[src/rtl/ptmr_pkg.sv]
package ptmr_pkg;
  localparam int unsigned PRE_CNT_W = 4;
  localparam int unsigned POST_W    = 4;

  typedef enum logic [1:0] {
    REG_CNT = 2'd0,
    REG_PER = 2'd1,
    REG_CTL = 2'd2,
    REG_FLG = 2'd3
  } reg_addr_e;

  // packed order matches control byte bits 6:0
  typedef struct packed {
    logic [POST_W-1:0] post_sel;
    logic              run;
    logic [1:0]        pre_sel;
  } ctl_t;

  function automatic logic [PRE_CNT_W-1:0] pre_limit(input logic [1:0] sel);
    case (sel)
      2'b00:   pre_limit = PRE_CNT_W'(0);
      2'b01:   pre_limit = PRE_CNT_W'(3);
      default: pre_limit = PRE_CNT_W'(15);
    endcase
  endfunction
endpackage

[src/rtl/ptmr_prescaler.sv]
module ptmr_prescaler #(
  parameter int unsigned BASE_DIV = 4
) (
  input  logic       clk_i,
  input  logic       rst_ni,
  input  logic       run_i,
  input  logic       clr_i,
  input  logic [1:0] sel_i,
  output logic       tick_o
);
  import ptmr_pkg::*;

  logic                 base_tick;
  logic [PRE_CNT_W-1:0] pre_q;
  logic                 pre_hit;

  generate
    if (BASE_DIV > 1) begin : g_div
      localparam int unsigned PH_W = $clog2(BASE_DIV);
      logic [PH_W-1:0] ph_q;
      assign base_tick = (ph_q == PH_W'(BASE_DIV - 1));
      always_ff @(posedge clk_i or negedge rst_ni) begin
        if (!rst_ni)      ph_q <= '0;
        else if (clr_i)   ph_q <= '0;
        else if (run_i)   ph_q <= base_tick ? '0 : ph_q + 1'b1;
      end
    end else begin : g_nodiv
      assign base_tick = 1'b1;
    end
  endgenerate

  assign pre_hit = (pre_q == pre_limit(sel_i));
  assign tick_o  = run_i && !clr_i && base_tick && pre_hit;

  always_ff @(posedge clk_i or negedge rst_ni) begin
    if (!rst_ni)                     pre_q <= '0;
    else if (clr_i)                  pre_q <= '0;
    else if (run_i && base_tick)     pre_q <= pre_hit ? '0 : pre_q + 1'b1;
  end
endmodule

[src/rtl/ptmr_postscaler.sv]
module ptmr_postscaler (
  input  logic                        clk_i,
  input  logic                        rst_ni,
  input  logic                        clr_i,
  input  logic                        step_i,
  input  logic [ptmr_pkg::POST_W-1:0] sel_i,
  output logic                        wrap_o
);
  import ptmr_pkg::*;

  logic [POST_W-1:0] cnt_q;

  assign wrap_o = step_i && (cnt_q == sel_i);

  always_ff @(posedge clk_i or negedge rst_ni) begin
    if (!rst_ni)      cnt_q <= '0;
    else if (clr_i)   cnt_q <= '0;
    else if (step_i)  cnt_q <= wrap_o ? '0 : cnt_q + 1'b1;
  end
endmodule

[src/rtl/ptmr_top.sv]
module ptmr_top #(
  parameter int unsigned CNT_W    = 8,
  parameter int unsigned BASE_DIV = 4
) (
  input  logic             clk_i,
  input  logic             rst_ni,
  input  logic             wr_en_i,
  input  logic [1:0]       addr_i,
  input  logic [CNT_W-1:0] wdata_i,
  output logic [CNT_W-1:0] rdata_o,
  output logic             match_o,
  output logic             irq_o
);
  import ptmr_pkg::*;

  localparam int unsigned CTL_W = $bits(ctl_t);

  logic [CNT_W-1:0] cnt_q, per_q;
  ctl_t             ctl_q;
  logic             flag_q, match_q;
  logic             wr_cnt, wr_per, wr_ctl, wr_flg;
  logic             tick, hit, chain_clr, post_wrap;

  assign wr_cnt    = wr_en_i && (addr_i == REG_CNT);
  assign wr_per    = wr_en_i && (addr_i == REG_PER);
  assign wr_ctl    = wr_en_i && (addr_i == REG_CTL);
  assign wr_flg    = wr_en_i && (addr_i == REG_FLG);
  assign chain_clr = wr_cnt || wr_ctl;

  ptmr_prescaler #(.BASE_DIV(BASE_DIV)) u_pre (
    .clk_i  (clk_i),
    .rst_ni (rst_ni),
    .run_i  (ctl_q.run),
    .clr_i  (chain_clr),
    .sel_i  (ctl_q.pre_sel),
    .tick_o (tick)
  );

  assign hit = tick && (cnt_q == per_q);

  ptmr_postscaler u_post (
    .clk_i  (clk_i),
    .rst_ni (rst_ni),
    .clr_i  (chain_clr),
    .step_i (hit),
    .sel_i  (ctl_q.post_sel),
    .wrap_o (post_wrap)
  );

  always_ff @(posedge clk_i or negedge rst_ni) begin
    if (!rst_ni)     cnt_q <= '0;
    else if (wr_cnt) cnt_q <= wdata_i;
    else if (hit)    cnt_q <= '0;
    else if (tick)   cnt_q <= cnt_q + 1'b1;
  end

  always_ff @(posedge clk_i or negedge rst_ni) begin
    if (!rst_ni)     per_q <= '1;
    else if (wr_per) per_q <= wdata_i;
  end

  always_ff @(posedge clk_i or negedge rst_ni) begin
    if (!rst_ni)     ctl_q <= '0;
    else if (wr_ctl) ctl_q <= ctl_t'(wdata_i[CTL_W-1:0]);
  end

  always_ff @(posedge clk_i or negedge rst_ni) begin
    if (!rst_ni) begin
      flag_q  <= 1'b0;
      match_q <= 1'b0;
    end else begin
      match_q <= hit;
      if (post_wrap)                  flag_q <= 1'b1;
      else if (wr_flg && wdata_i[0])  flag_q <= 1'b0;
    end
  end

  always_comb begin
    rdata_o = '0;
    case (addr_i)
      REG_CNT: rdata_o = cnt_q;
      REG_PER: rdata_o = per_q;
      REG_CTL: rdata_o = CNT_W'(ctl_q);
      default: rdata_o = CNT_W'(flag_q);
    endcase
  end

  assign match_o = match_q;
  assign irq_o   = flag_q;
endmodule

[config.mk]
export PLATFORM = sky130hd
export DESIGN_NAME = ptmr_top
export DESIGN_NICKNAME = d
export VERILOG_FILES = /design/src/rtl/ptmr_pkg.sv /design/src/rtl/ptmr_prescaler.sv /design/src/rtl/ptmr_postscaler.sv /design/src/rtl/ptmr_top.sv
export SDC_FILE = /design/constraint.sdc
export NUM_CORES = 1
export LEC_CHECK = 0
export ABC_AREA = 1
export BUFFER_PORTS_ARGS = -buffer_cell sky130_fd_sc_hd__buf_4
export CAP_MARGIN = 20
export CORE_UTILIZATION = 25
export DETAILED_ROUTE_END_ITERATION = 8
export REMOVE_ABC_BUFFERS = 1
export SYNTH_ARGS = -nofsm -noshare
export SYNTH_HDL_FRONTEND = slang
export SYNTH_SLANG_ARGS = --single-unit
[constraint.sdc]
create_clock -name clk_i -period 3.73 [get_ports clk_i]
set_input_delay 1.119 -clock clk_i [delete_from_list [all_inputs] [get_ports clk_i]]
set_output_delay 1.119 -clock clk_i [all_outputs]
set_load 0.1 [all_outputs]
[Word-level counts from Yosys, hierarchy flattened]
Index checks and enable logic that the tools add are counted.
Word-level totals
  output and inout port bits: 10
  register bits: 35
  logic and storage cells: 58
  input port bits: 13
Cells by class
  mux-type cells: 16
  add/subtract/negate cells: 4
  reductions and logical operators: 20
  equal/unequal tests: 8
Operators with widths (number)
  two-way mux 4 bit: 6
  two-way mux 8 bit: 3
  case mux 8 bit (3 select lines): 1
  logical AND 1 bit: 11
  adder 4 x 1 -> 4 bit (second input constant): 2
  adder 8 x 1 -> 8 bit (second input constant): 1
  equality test 4 bit: 2
  equality test 8 bit: 1
  case mux 4 bit (2 select lines): 1
  nonzero test 2 bit: 4
  equality test 2 bit (second input constant): 3
  two-way mux 2 bit: 3
  equality test 2 x 1 -> 1 bit (second input constant): 2
  logical NOT 2 bit: 2
  nonzero test 3 bit: 1
  adder 2 x 1 -> 2 bit (second input constant): 1
  two-way mux 1 bit: 2
  logical NOT 1 bit: 1
  logical OR 1 bit: 1

[Longest topological paths before layout]
Gate-level depths: netlist of run 1.
  depth in word-level cells: 12
  mapped depth: 11
  gate-level depth less buffers: 11

[Hierarchy]
Synthesis of run 1 repeated with hierarchy kept, for this count alone.
Unflattened totals
  cells, all modules: 287
  area total of the unflattened synthesis: 2189.6 µm²
By module, submodules not included
  ptmr_top: cells each 183, area each 1505.2 µm², sequential area each 635.6 µm², times used 1
  ptmr_prescaler: cells each 53, area each 371.6 µm², sequential area each 150.1 µm², times used 1
  ptmr_postscaler: cells each 51, area each 312.8 µm², sequential area each 100.1 µm², times used 1

[Worst setup path before layout of run 1]
Ideal clock, no wire load.
  path type: input-to-output
  start point: in addr_i[1]
  end point: out rdata_o[7]
  data required time: 2611 ps
  path slack: -949 ps
  cell stages on the path: 3
  buffers on the path: 0
  arrival: 3560 ps
  path through: nor2_2 -> inv_1 -> o21ai_0
Between the ends
  word-level cells in the longest chain between the ends: 2
  elaborated cells on any way between the ends: 4
  those cells by class: eq/ne: 2; mux: 1; reduce/logical: 1
RTL lines
  start: declaration: RTL line ptmr_top.sv:8  | input logic [1:0] addr_i,
  equality test 2 bit, or another cell as far along: RTL line ptmr_top.sv:80  | case (addr_i)
  case mux 8 bit (3 select lines) *: RTL line ptmr_top.sv:80
  end: declaration: RTL line ptmr_top.sv:10  | output logic [CNT_W-1:0] rdata_o,
Every way passes the cells marked *; elsewhere a longest branch is shown, timed or not.

[Final worst setup path of run 1]
  start point: in addr_i[0]
  end point: out rdata_o[5]
Same word-level chain as after synthesis.

==> impl_metrics.ini, run 1 <==
[outcome]
status = finished, final reports clean

[layout]
nets = 304
final_design_area_no_fill_mm2 = 0.00245
seq_area_um2 = 886
antenna_cells = 0
n_fill_cell = 850
multi_input_area_mm2 = 0.00103
drive_gt1_share_pct = 17.4
synthToLayoutAreaGrowth_pct = 18.4

[timing]
finalCritPeriodShare_pct = 89.8
min_period_ns = 3.35
finClkSkew_ns = 0.00895
setup_ws_ns = 0.380
maxSlewHeadroom_pct = 64.5
worst_pin_slew_ns = 0.531
fmax_ghz = 0.299
hold_viol = 0
finalMaxSlewViolations = 0
setup_viol_count_final = 0
rsz0062_at_grt = false

[synthesis]
synthTopCellsByArea = dfrtp_1 33%, nand2_1 13%, dfstp_2 10%
yosysSeqAreaShare_pct = 42.8
synth_warnings = 0
yosysTopAreaCell = dfrtp_1
synthCells = 260
yosysTopAreaCellShare_pct = 32.6
synth_cell_types = 29
ys_seq_elements = 35
avgSynthCellArea_um2 = 7.97
syn-cell-area_mm2 = 0.00207

[floorplan]
ioPinCount = 23
die_height_um = 93.0
start_util_pct = 26.3
core_area_mm2 = 0.00789
die_w_um = 93.0
die_area_mm2 = 0.00866
rows = 32

[route]
dr_wl_met3_um = 165
m1WireLength_um = 2420
dr_wl_met2_um = 2340
drt_iter0_markers = 90
via_per_inst = 4.57
drc = 0
drt_pass1_iterations = 4
drtAntennaViolNets = 0
wl_per_cell_um = 12.7
drt_wl_total_um = 4970
route.vias.total = 1783
top_layer = met4

[setup_path]
crit_arrival_ns = 2.23
cp.required_ns = 2.61
critPathTopFamily = buffers and inverters
cp_max_fo = 8
start_kind = input port
crit_path_top_delay_cell = buf_4
worstPathCellList = buf_4 > inv_1 > nor2_2 > inv_1 > o221ai_1 > buf_4
critical_path.max_stage_delay_ns = 0.33
crit_type = in -> out
end_kind = output port
path_buf_inv = 4

[cts]
clk_path_buf_depth = 2
hold_buffers = 0
cts_tree = done
htree_levels = 2
cts.sinks = 35
cts_made_buffers = 5
cts_setup_buffers = 0
clk_latency_ns = 0.29
ctsResizeCount = 0
clk_pin_slew_ns = 0.07
cts_root_buf = clkbuf_8

[power_and_ir_drop]
power.density_mw_per_mm2 = 481
p_leak_nw = 1.20
finalPower_mw = 1.18
ir_drop_v = 0.000169

[job]
maxCapViolCount = 0

[global_route]
grt_max_degree = 36
grt_pass1_vias = 1673
overflow = 0
grt_usage_pct = 12.5
antenna_found_initial = 0
grt_pass1_wl_um = 8230

[placement]
portBuffers = 22
dpl_cell_area_mm2 = 0.00236
dp.final_hpwl_um = 3660
gp_congestion = 0.831
pre_cts_slack_ns = 0.383

[min_path]
worstHoldPathType = reg -> reg
==> layout by cell type, fill, tap and decap left out, types with 2 or more instances in the layout <==
| cell type | n |
|---|---|
| nand2_1 | 72 |
| o21ai_0 | 17 |
| nand3_4 | 2 |
| nor2_2 | 2 |
| ha_1 | 4 |
| o21ai_1 | 5 |
| xor2_1 | 7 |
| xnor2_1 | 12 |
| nor2_1 | 17 |
| dfstp_2 | 8 |
| nand4_1 | 7 |
| o221ai_1 | 2 |
| o211ai_1 | 6 |
| nand3_1 | 19 |
| buf_4 | 24 |
| clkinvlp_4 | 2 |
| o22ai_1 | 2 |
| dfrtp_1 | 27 |
| inv_1 | 34 |
| nor3_1 | 3 |
| clkbuf_8 | 5 |
==> synthesized netlist by cell type (all sizes together) <==
| cell | number |
|---|---|
| nand2 | 73 |
| inv | 34 |
| dfrtp | 27 |
| nand3 | 22 |
| o21ai | 22 |
| nor2 | 21 |
| xnor2 | 12 |
| dfstp | 8 |
| nand4 | 8 |
| xor2 | 7 |
| o211ai | 6 |
| clkbuf | 4 |
| ha | 4 |
| nor3 | 3 |
| o221ai | 2 |
| o22ai | 2 |
| a21oi | 1 |
| a22o | 1 |
| clkinv | 1 |
| mux2i | 1 |
| o2111ai | 1 |
==> flip-flops by register name, summed over array words and instances (netlist names) <==
signal and count:
cnt_q 8, ctl_q 7, irq_o 1, match_o 1, per_q 8, u_post.cnt_q 4
u_pre.g_div.ph_q 2, u_pre.pre_q 4
==> area by class of cell <==
type / count / area share (%)
timing repair buffer: 24 / 7.34
tap: 102 / 5.20
multi-input combinational: 186 / 42.2
inverter: 35 / 5.56
clock inverter: 3 / 0.816
sequential: 35 / 36.1
clock buffer: 5 / 2.80
==> where the power goes <==
group | internal, mW | total, mW | switching (mW) | leakage [nW]
clock network | 0.130 | 0.279 | 0.149 | 0.0402
registers | 0.449 | 0.521 | 0.0718 | 0.433
logic | 0.128 | 0.380 | 0.251 | 0.727
==> tightest hold or removal path, cell delays in order (launching register included) <==
cell and delay (ns):
dfstp_2 0.38, nand2_1 0.05, o21ai_1 0.05
==> layer usage <==
layer,up-vias,GRT usage [%]
li1,903,-
met1,853,16.9
met2,23,19.5
met3,4,3.17
met4,0,3.72
met5,-,0
==> cells by family (layout without fill, tap and decap cells) <==
group / after synthesis / after routing / share of synthesized area (%)
and+or+nand+nor: 127 / 127 / 29.0
DFF: 35 / 35 / 42.8
adders and majority gates: 4 / 4 / 2.42
buffers and inverters: 39 / 67 / 7.31
muxes: 1 / 1 / 0.483
AOI/OAI and AO/OA: 35 / 35 / 10.0
xor gates and xnor gates: 19 / 19 / 8.03
==> worst paths after layout <==
check	start	to	slack, ns	depth (start not counted)
worst max-delay path	addr_i[0]	rdata_o[5]	0.38	6
worst min-delay path	per_q[5]$_DFFE_PN1P_	per_q[5]$_DFFE_PN1P_	0.48	2
worst max register to register	per_q[4]$_DFFE_PN1P_	cnt_q[3]$_DFFE_PN0P_	2.21	6
worst min register to register	per_q[5]$_DFFE_PN1P_	per_q[5]$_DFFE_PN1P_	0.48	2
max in group asynchronous	rst_ni	per_q[7]$_DFFE_PN1P_	2.60	1
min in group asynchronous	rst_ni	ctl_q[1]$_DFFE_PN0P_	0.77	1
==> through the flow <==
step                TNS [ns]  hold slack, ns  cells  util (%)
floorplan              -2.39           0.462    256         -
global placement           0           0.478    382      30.0
detailed placement         0           0.476    382      30.0
CTS                        0           0.488    390      31.1
global route               0           0.524    390      31.1
finish                     0           0.483    390      31.1
Note: power is estimated with default switching activity, not from simulation.
==> inputs of run 2 (changes only) <==
--- a/config.mk
+++ b/config.mk
@@ -8,8 +8,11 @@
 export ABC_AREA = 1
 export BUFFER_PORTS_ARGS = -buffer_cell sky130_fd_sc_hd__buf_4
 export CAP_MARGIN = 20
+export CELL_PAD_IN_SITES_DETAIL_PLACEMENT = 1
+export CELL_PAD_IN_SITES_GLOBAL_PLACEMENT = 1
 export CORE_UTILIZATION = 25
 export DETAILED_ROUTE_END_ITERATION = 8
+export PLACE_DENSITY_LB_ADDON = 0.1
 export REMOVE_ABC_BUFFERS = 1
 export SYNTH_ARGS = -nofsm -noshare
 export SYNTH_HDL_FRONTEND = slang
==> constraint.sdc (replaced) <==
create_clock -name clk_i -period 3.73 [get_ports clk_i]
set_input_delay 0.5595 -clock clk_i [delete_from_list [all_inputs] [get_ports clk_i]]
set_output_delay 0.5595 -clock clk_i [all_outputs]
set_load 0.1 [all_outputs]
==> impl_metrics.ini, run 2 (synthesis results as in run 1) <==
[setup_path]
cp.required_ns = 3.17
crit_type = in -> out
end_kind = output port
cp_max_fo = 6
start_kind = input port
crit_arrival_ns = 1.80

[route]
drt_wl_total_um = 5910
drt_pass1_iterations = 4
route.vias.total = 1785
drc = 0
drt_iter0_markers = 43
via_per_inst = 4.60
drtAntennaViolNets = 0
wl_per_cell_um = 15.2

[floorplan]
start_util_pct = 26.3
ioPinCount = 23
die_height_um = 93.0
rows = 32
die_w_um = 93.0
die_area_mm2 = 0.00866
core_area_mm2 = 0.00789

[layout]
n_fill_cell = 950
antenna_cells = 0
nets = 302
layout_common_cells = 72 x nand2_1, 34 x inv_1, 27 x dfrtp_1, 22 x buf_4, 19 x nand3_1
layout_commonest_cell = nand2_1
synthToLayoutAreaGrowth_pct = 18.2
drive_gt1_share_pct = 16.4
final_core_utilization_pct = 31.1
reg_top3 = cnt_q x8, per_q x8, ctl_q x7

[cts]
cts.sinks = 35
cts_setup_buffers = 0
cts_made_buffers = 5
clk_latency_ns = 0.30
clk_path_buf_depth = 2
hold_buffers = 0
cts_root_buf = clkbuf_8
clk_pin_slew_ns = 0.08
htree_levels = 2
ctsResizeCount = 0
cts_tree = done

[timing]
maxSlewHeadroom_pct = 58.7
rsz0062_at_grt = false
min_period_ns = 2.36
worst_pin_slew_ns = 0.618
setup_viol_count_final = 0
fmax_ghz = 0.425
finalCritPeriodShare_pct = 63.2
finalSetupTns_ns = 0
finalMaxSlewViolations = 0
finClkSkew_ns = 0.0125
hold_viol = 0

[global_route]
antenna_found_initial = 0
grt_pass1_wl_um = 9880
grt_pass1_vias = 1852
grt_max_degree = 36
grt_usage_pct = 15.3
overflow = 0

[power_and_ir_drop]
ir_drop_v = 0.000219
power.density_mw_per_mm2 = 501
p_leak_nw = 1.20

[placement]
gp_congestion = 0.703
dp.final_hpwl_um = 4280
portBuffers = 22

[outcome]
status = finished, final reports clean

[min_path]
worstHoldPathType = in -> async

[job]
maxCapViolCount = 0
## run 2: cell types whose count changed in the layout (fill, tap and decap cells not counted)
cell	previous run	this run
clkbuf_8	5	7
clkinvlp_4	2	0
clkinv_2	1	0
clkbuf_1	0	1
buf_4	24	22
## run 2: where the power goes
group	total, mW	switching [mW]	internal, mW
clock	0.322	0.152	0.169
combinational	0.384	0.257	0.127
sequential	0.523	0.0734	0.449
total	1.23	0.483	0.745
## run 2: final cells by class
cell class	instances	area, um^2	share of cell area [%]
clock buffers	8	100	4.09
repair buffers	22	165	6.74
flip-flops and latches	35	886	36.2
multi-input cells	186	1030	42.2
inverters	35	136	5.57
well taps	102	128	5.21
## run 2: final timing paths
kind / slack, ns / cells after the start / start / to
setup / recovery: 1.37 / 5 / addr_i[1] / rdata_o[0]
hold / removal: 0.22 / 1 / rst_ni / u_pre.pre_q[2]$_DFFE_PN0P_
setup reg to reg: 2.12 / 6 / per_q[3]$_DFFE_PN1P_ / cnt_q[5]$_DFFE_PN0P_
hold reg to reg: 0.49 / 2 / per_q[5]$_DFFE_PN1P_ / per_q[5]$_DFFE_PN1P_
max in group asynchronous: 3.15 / 1 / rst_ni / per_q[5]$_DFFE_PN1P_
min in group clk_i: 0.49 / 3 / wdata_i[6] / cnt_q[6]$_DFFE_PN0P_
## run 2: layer usage
layer / wire length [um] / vias to the layer above / part of all wire [%] / track usage (%)
li1: - / 894 / - / -
met1: 3090 / 862 / 52 / 21.6
met2: 2560 / 21 / 43 / 23.2
met3: 177 / 8 / 3.0 / 2.93
met4: 76 / 0 / 1.3 / 5.00
met5: 0 / - / 0 / 0
## run 2: metrics by stage
stage	worst slack (ns)	cells	instance area [um^2]	hold slack (ns)	power (mW)
3_3_place_gp	1.44	380	2350	0.479	0.915
5_1_grt	1.27	388	2450	0.249	1.31
2_1_floorplan	0.170	256	2060	0.264	0.811
4_1_cts	1.40	388	2450	0.235	1.25
6_report	1.37	388	2450	0.216	1.23
3_5_place_dp	1.40	380	2350	0.485	0.920
## run 2: critical path, cell delays in order
cell,delay (ns)
buf_4,0.14
nor2_2,0.27
inv_1,0.21
o2111ai_1,0.27
buf_4,0.34
==> inputs of run 3 (changes only) <==
==> constraint.sdc (replaced) <==
create_clock -name clk_i -period 2.15 [get_ports clk_i]
set_input_delay 0.3225 -clock clk_i [delete_from_list [all_inputs] [get_ports clk_i]]
set_output_delay 0.3225 -clock clk_i [all_outputs]
set_load 0.1 [all_outputs]
==> impl_metrics.ini, run 3 (synthesis results as in run 1) <==
[floorplan]
die_height_um = 93.0
start_util_pct = 26.3
core_area_mm2 = 0.00789
rows = 32
die_area_mm2 = 0.00866
die_w_um = 93.0
ioPinCount = 23

[global_route]
grt_pass1_wl_um = 10000
grt_pass1_vias = 1935
grt_max_degree = 36
antenna_found_initial = 0
grt_usage_pct = 15.2
overflow = 0

[layout]
reg_top3 = cnt_q x8, per_q x8, ctl_q x7
multi_input_area_mm2 = 0.00103
antenna_cells = 0
layout_common_cells = 72 x nand2_1, 34 x inv_1, 27 x dfrtp_1, 25 x buf_4, 19 x nand3_1
seq_area_um2 = 886
final_design_area_no_fill_mm2 = 0.00249
drive_gt1_share_pct = 17.6
nets = 305
synthToLayoutAreaGrowth_pct = 20.2
layout_commonest_cell = nand2_1
n_fill_cell = 946

[power_and_ir_drop]
pwr-share-seq_pct = 41.0
p_switching_uw = 829
finalPower_mw = 2.21
ir_drop_v = 0.000263
p_leak_nw = 1.23
switching_share_pct = 37.5
power.density_mw_per_mm2 = 886
clkPwrFrac_pct = 28.7
p_int_mw = 1.38
combPwrFrac_pct = 30.2

[route]
drtAntennaViolNets = 0
drt_pass1_iterations = 4
drt_iter0_markers = 38
via_per_inst = 4.55
drc = 0
route.vias.total = 1778
drt_wl_total_um = 5810
wl_per_cell_um = 14.9

[cts]
clk_latency_ns = 0.29
cts_root_buf = clkbuf_8
cts_setup_buffers = 0
cts.sinks = 35
hold_buffers = 0
htree_levels = 2
clk_path_buf_depth = 2
cts_made_buffers = 5
clk_pin_slew_ns = 0.08
cts_tree = done
ctsResizeCount = 0

[placement]
gp_congestion = 0.707
dpl_cell_area_mm2 = 0.00237
pre_cts_slack_ns = 0.285
dp.final_hpwl_um = 4300
portBuffers = 22

[outcome]
violations = hold timing
status = finished, violations left

[job]
maxCapViolCount = 0

[timing]
setup_viol_count_final = 0
finClkSkew_ns = 0.00836
min_period_ns = 1.91
hold_viol = 12
finalMaxSlewViolations = 0
setup_ws_ns = 0.240
finalCritPeriodShare_pct = 88.8
maxSlewHeadroom_pct = 61.9
fmax_ghz = 0.524
rsz0062_at_grt = false
finalSetupTns_ns = 0
worst_pin_slew_ns = 0.570
hold_slack_ns = -0.0138

[setup_path]
end_kind = output port
start_kind = input port
crit_type = in -> out
cp.required_ns = 1.83
crit_arrival_ns = 1.59
cp_max_fo = 8

[min_path]
worstHoldPathType = in -> async
## run 3: cell types whose count changed in the layout (fill, tap and decap cells not counted), sizes merged
cell    change
clkbuf      -2
bufinv      +1
clkinv      +1
buf         +3
## run 3: path summary, 6_finish.rpt
check                                              to  cells past startpoint  slack, ns                 start
max                                        rdata_o[5]                      6       0.24             addr_i[0]
min                        u_pre.pre_q[3]$_DFFE_PN0P_                      1      -0.01                rst_ni
max reg2reg                      cnt_q[3]$_DFFE_PN0P_                      6       0.56  per_q[3]$_DFFE_PN1P_
min reg2reg                      per_q[5]$_DFFE_PN1P_                      2       0.50  per_q[5]$_DFFE_PN1P_
max in group asynchronous        per_q[3]$_DFFE_PN1P_                      1       1.80                rst_ni
min in group clk_i               cnt_q[6]$_DFFE_PN0P_                      3       0.26            wdata_i[6]
## run 3: layout make-up
type                            count  area share (%)
Timing Repair Buffer               25            7.54
Multi-Input combinational cell    186            41.6
Clock inverter                      2            1.41
Clock buffer                        6            3.32
Sequential cell                    35            35.6
Inverter                           35            5.48
Tap cell                          102            5.13
## run 3: power by group through the flow
stage,sequential [mW],clock (mW),combinational [mW]
3_3_place_gp,0.919,0,0.668
4_1_cts,0.908,0.677,0.680
6_report,0.905,0.634,0.668
5_1_grt,0.926,0.698,0.748
2_1_floorplan,0.883,0,0.524
3_5_place_dp,0.921,0,0.676
## run 3: per-layer routing
layer,GRT usage [%],share of wire (%)
met2,24.3,45
met3,3.33,3.2
met1,20.7,51
met5,0,0
met4,3.85,1.1
## run 3: critical path, cell delays in order
cell,delay (ns)
buf_4,0.11
inv_1,0.06
nor2_2,0.36
inv_1,0.16
o221ai_1,0.23
buf_4,0.34
## run 3: through the flow
step / std cells / utilization (%)
2_1_floorplan: 256 / -
6_report: 391 / 31.6
3_3_place_gp: 383 / 30.1
3_5_place_dp: 383 / 30.1
4_1_cts: 391 / 31.6
5_1_grt: 391 / 31.6
